`src/rtl/dlf_pkg.sv`:
```
package dlf_pkg;

   typedef enum logic [1:0] {
      STEP_FINE   = 2'd0,
      STEP_MID    = 2'd1,
      STEP_COARSE = 2'd2
   } step_cls_e;

   // Map a magnitude band code to its step class; every code above the
   // medium band selects the coarse step.
   function automatic step_cls_e classify(input logic [2:0] mag);
      if (mag == 3'd0)      return STEP_FINE;
      else if (mag == 3'd1) return STEP_MID;
      else                  return STEP_COARSE;
   endfunction

endpackage

```
`src/rtl/dlf_step_sel.sv`:
```
module dlf_step_sel #(
   parameter int CTRL_W      = 12,
   parameter int BAND_W      = 3,
   parameter int FINE_STEP   = 1,
   parameter int MID_STEP    = 8,
   parameter int COARSE_STEP = 32
) (
   input  logic [BAND_W-1:0] mag,
   input  logic              slow,
   output logic [CTRL_W-1:0] addend,
   output logic              fine
);
   import dlf_pkg::*;

   if (BAND_W != 3) begin : g_bad_band
      $error("dlf_step_sel: BAND_W must be 3");
   end
   if (COARSE_STEP >= (1 << (CTRL_W - 1))) begin : g_bad_step
      $error("dlf_step_sel: coarse step too large for the control word");
   end

   localparam logic [CTRL_W-1:0] FINE_V   = CTRL_W'(FINE_STEP);
   localparam logic [CTRL_W-1:0] MID_V    = CTRL_W'(MID_STEP);
   localparam logic [CTRL_W-1:0] COARSE_V = CTRL_W'(COARSE_STEP);

   step_cls_e         cls;
   logic [CTRL_W-1:0] size;

   always_comb begin
      cls = classify(mag);
      unique case (cls)
         STEP_FINE: size = FINE_V;
         STEP_MID:  size = MID_V;
         default:   size = COARSE_V;
      endcase
      // two's complement addend: subtraction wraps the same way as addition
      addend = slow ? (~size + CTRL_W'(1)) : size;
      fine   = (cls == STEP_FINE);
   end

endmodule

```
`src/rtl/dlf_word_reg.sv`:
```
module dlf_word_reg #(
   parameter int                  CTRL_W     = 12,
   parameter logic [CTRL_W-1:0]   RESET_WORD = 12'h500
) (
   input  logic              clk,
   input  logic              rst,
   input  logic              upd,
   input  logic [CTRL_W-1:0] addend,
   input  logic              fine,
   output logic [CTRL_W-1:0] word,
   output logic              stable
);

   logic [CTRL_W-1:0] word_q;
   logic              stable_q;

   always_ff @(posedge clk) begin
      if (rst) begin
         word_q   <= RESET_WORD;
         stable_q <= 1'b0;
      end else if (upd) begin
         word_q   <= word_q + addend;
         stable_q <= fine;
      end
   end

   assign word   = word_q;
   assign stable = stable_q;

endmodule

```
`src/rtl/dlf_div_limit.sv`:
```
module dlf_div_limit #(
   parameter int DIV_W   = 4,
   parameter int MAX_DIV = 9
) (
   input  logic [DIV_W-1:0] div_in,
   output logic [DIV_W-1:0] div_out
);

   localparam int FULL = (1 << DIV_W) - 1;

   if (MAX_DIV < 0 || MAX_DIV > FULL) begin : g_bad_max
      $error("dlf_div_limit: MAX_DIV outside the divider field range");
   end

   if (MAX_DIV == FULL) begin : g_pass
      assign div_out = div_in;
   end else begin : g_limit
      localparam logic [DIV_W-1:0] LIM = DIV_W'(MAX_DIV);
      assign div_out = (div_in > LIM) ? LIM : div_in;
   end

endmodule

```
`src/rtl/dco_loop_filter.sv`:
```
module dco_loop_filter #(
   parameter int                          DIV_W       = 4,
   parameter int                          STG_W       = 8,
   parameter int                          BAND_W      = 3,
   parameter int                          MAX_DIV     = 9,
   parameter int                          FINE_STEP   = 1,
   parameter int                          MID_STEP    = 8,
   parameter int                          COARSE_STEP = 32,
   parameter logic [DIV_W+STG_W-1:0]      RESET_WORD  = 12'h500
) (
   input  logic              clk,
   input  logic              rst,
   input  logic              upd,
   input  logic [BAND_W-1:0] err_mag,
   input  logic              err_slow,
   output logic [DIV_W-1:0]  div_raw,
   output logic [STG_W-1:0]  stg_raw,
   output logic [DIV_W-1:0]  div_eff,
   output logic              filt_stable
);

   localparam int CTRL_W = DIV_W + STG_W;

   if (DIV_W < 1 || STG_W < 1) begin : g_bad_width
      $error("dco_loop_filter: field widths must be positive");
   end

   logic [CTRL_W-1:0] addend;
   logic              fine;
   logic [CTRL_W-1:0] word;

   dlf_step_sel #(
      .CTRL_W(CTRL_W), .BAND_W(BAND_W), .FINE_STEP(FINE_STEP),
      .MID_STEP(MID_STEP), .COARSE_STEP(COARSE_STEP)
   ) u_step (
      .mag(err_mag), .slow(err_slow), .addend(addend), .fine(fine)
   );

   dlf_word_reg #(
      .CTRL_W(CTRL_W), .RESET_WORD(RESET_WORD)
   ) u_reg (
      .clk(clk), .rst(rst), .upd(upd), .addend(addend), .fine(fine),
      .word(word), .stable(filt_stable)
   );

   assign div_raw = word[CTRL_W-1:STG_W];
   assign stg_raw = word[STG_W-1:0];

   dlf_div_limit #(
      .DIV_W(DIV_W), .MAX_DIV(MAX_DIV)
   ) u_lim (
      .div_in(div_raw), .div_out(div_eff)
   );

endmodule

```
`config.mk`:
```
export PLATFORM = sky130hd
export DESIGN_NAME = dco_loop_filter
export DESIGN_NICKNAME = d
export VERILOG_FILES = /design/src/rtl/dlf_pkg.sv /design/src/rtl/dlf_step_sel.sv /design/src/rtl/dlf_word_reg.sv /design/src/rtl/dlf_div_limit.sv /design/src/rtl/dco_loop_filter.sv
export SDC_FILE = /design/constraint.sdc
export NUM_CORES = 1
export LEC_CHECK = 0
export BUFFER_PORTS_ARGS = -buffer_cell sky130_fd_sc_hd__buf_2
export CAP_MARGIN = 0
export CORE_UTILIZATION = 40
export CTS_CLUSTER_DIAMETER = 100
export DETAILED_ROUTE_END_ITERATION = 8
export PLACE_DENSITY = 0.65
export SYNTH_ARGS = -nofsm -noshare
export SYNTH_HDL_FRONTEND = slang
export SYNTH_SLANG_ARGS = --single-unit
```
`constraint.sdc`:
```
create_clock -name clk -period 2.7 [get_ports clk]
set_input_delay 0.135 -clock clk [delete_from_list [all_inputs] [get_ports clk]]
set_output_delay 0.135 -clock clk [all_outputs]
set_load 0.1 [all_outputs]
```
==> metrics.txt <==
run status complete, no violations; Root Buffer clkbuf_4; Starting Density 42.86%; ys flop type dfxtp_1; Reg clk slew, reported paths 90 ps; Synth Register Bits 13; skew final 8.223 ps; slowest CP cell or4_1; main area contributors after synthesis dfxtp_1 (24%), ha_1 (13%), a21oi_1 (6.5%); worst reg2reg setup slack 320 ps; YS warnings 0; Max-cap violations 0; Area after DPL 1217 sq um; average cell area after synthesis 8.252 sq um; RSZ-0062 raised after global routing false; CTS tree built; global routing usage on met1 24.25%; sequential fraction of the synthesis area 24.07%; port bufs 23; Via density 5.934; ANT nets after route 0; crit path capture type flop; Highest Clock Rate 420.3 MHz; P per Cell Area 624.1 nW/um^2; final wirelength 2.480 mm; CTS H-tree lvls 1; final setup vio count 0; Critical Path AT 2580 ps; CTS resizes 0; initial antenna violation count 0; postcts setup bufs 0; Placed Cells 178; final hold violations 0; # DRC 0; Core Util, Final 49.31%; FF-to-FF End u_reg.word[10]; number of top-level pins 24; Register-to-Register Path Depth 7; Post-Synthesis Cells 131; Worst VDD drop 361.4 uV; CP Launch Type flop; remaining global-route overflow 0; GP Congestion 0.7968; Pins Over Slew Limit 0; worst-margin pin slew 469.1 ps; hold path start err_mag[0]; Bufs on Longest Clock Path 2; final std cells w/o fill 182; die area 2914 sq um; die width 53.99 um; static leakage 0.5705 nW; CTS sink cnt 13; first-pass GRT wire length 3.981 mm; ANT cells 0; CTS Buf Count 3; Post-synth EDFFs 0; crit-path max cell delay 490 ps; met3 GRT Util 2.542%; P&R area growth vs syn 15.05%; overall routing resource usage 18.90%; PnR Total Power 0.0007762 W; syn nets 150; Hold-fix buffers, CTS 0; post-synth top area share 24.07%; Max FO, Critical Path 3; crit path kind reg -> reg; vias in the first global route 925; total core area 2522 sq um; maximum number of pins on one net before global-route repair 24; die extent in y 53.99 um; DR WL/cell 13.63 um; final worst-path cycle share 88.11%; crit-path cells ha_1 > fa_1 > a211oi_2 > o21bai_1 > and4_4 > or4_1 > a31o_1; Yosys top cell by area dfxtp_1; fillers 268; TNS Setup 0 ps; worst skew pair latency 290 ps; DR vias 1080; async set-or-reset flop fraction in the synthesized netlist 0%; hold crit path type in -> reg; CP Data Required Time 2900 ps; DP Wirelength 1.803 mm; share of layout cells above drive strength 1 23.03%; global-route met2 utilization 31.28%; fin crit period 2379 ps; Synth Cell Area 1081 sq um; RR Startpoint u_reg.word[0]; Crit. Startpoint u_reg.word[0]; drt first pass iters 4; gr busiest metal met2; Worst setup endpoint u_reg.word[10]; design area 1244 sq um; row cnt 18; Worst slew margin 68.39%; Initial DRC Count 16; Netlist cell types 41; Nets 172
-- state kept, by name, indices dropped and copies added, names as in the netlist --
register / count
u_reg.word: 12
u_reg.stable: 1
-- where the power goes --
part,switching [W],internal (W)
registers,0.0000195,0.000211
clock network,0.0000753,0.0000576
logic,0.000320,0.0000931
-- kinds of logic after synthesis --
group | Yosys count | synth area share, %
AND/OR/NAND/NOR | 49 | 26.27
AO/OA/AOI/OAI | 38 | 22.69
flip-flops | 13 | 24.07
adder cells (fa/ha/maj) | 12 | 14.58
buffers and inverters | 8 | 2.777
multiplexers | 6 | 5.556
XOR/XNOR | 5 | 4.051
-- placed cells by master (no fill, tap or decap), types with 3 or more instances in the layout --
master     n
nand4_1    3
clkbuf_4   3
ha_1      11
nor3_1     3
mux2i_1    6
o21ai_0    6
nand3_1    3
nor2b_1    3
xnor2_1    4
nand2_1    8
buf_2     23
a21oi_1   14
a21o_1     3
dfxtp_1   11
nor3b_1    4
nor2_1     9
and3_1     3
-- worst min-delay path by stage --
stage	slack [ps]	end	depth (start not counted)
after floorplan	370	u_reg.word[11]	3
after global placement	480	u_reg.stable	2
after detailed placement	480	u_reg.stable	2
after CTS	220	u_reg.stable	4
after global routing	280	u_reg.word[1]	2
final	220	u_reg.stable	4
-- final cells by class --
class | instances | area (sq um) | share of cell area [%]
multi-input cells | 110 | 790.8 | 63.58
flip-flops and latches | 13 | 262.8 | 21.13
repair buffers | 24 | 122.6 | 9.859
well taps | 30 | 37.54 | 3.018
clock buffers | 4 | 26.28 | 2.113
inverters | 1 | 3.754 | 0.3018
-- through the flow --
stage,hold WS (ps),worst slack [ps]
6_report,218.0,321.0
5_1_grt,276.4,201.7
4_1_cts,220.1,315.5
3_5_place_dp,483.9,139.0
3_3_place_gp,476.2,208.7
2_1_floorplan,371.9,23.23
-- metal layers --
layer,vias up,routed length (um)
li1,536,-
met1,509,1193
met2,30,1122
met3,5,122
met4,0,43
met5,-,0
-- cell usage after synthesis (2+ instances only) --
library cell and n:
mux2i_1 6, nor4b_1 2, nand4b_1 2, nor2_1 9, dfxtp_1 13, a211oi_1 2, nor3_1 3, ha_1 11
nor2b_1 3, nand4_1 3, a21o_1 3, nand2b_1 2, xnor2_1 4, nand2_1 8, nor3b_1 4, o211ai_1 2
o21a_1 2, clkbuf_1 6, a21oi_1 14, or3b_2 2, and3_1 3, o21ai_0 6, nand3_1 3
-- critical path, delay by kind of cell (launching register included) --
family	cells	cell delay (ps)
fa+ha+maj	2	720
compound gates	3	550
flops	1	330
simple gates	2	700
(Power assumes the default switching activity.)
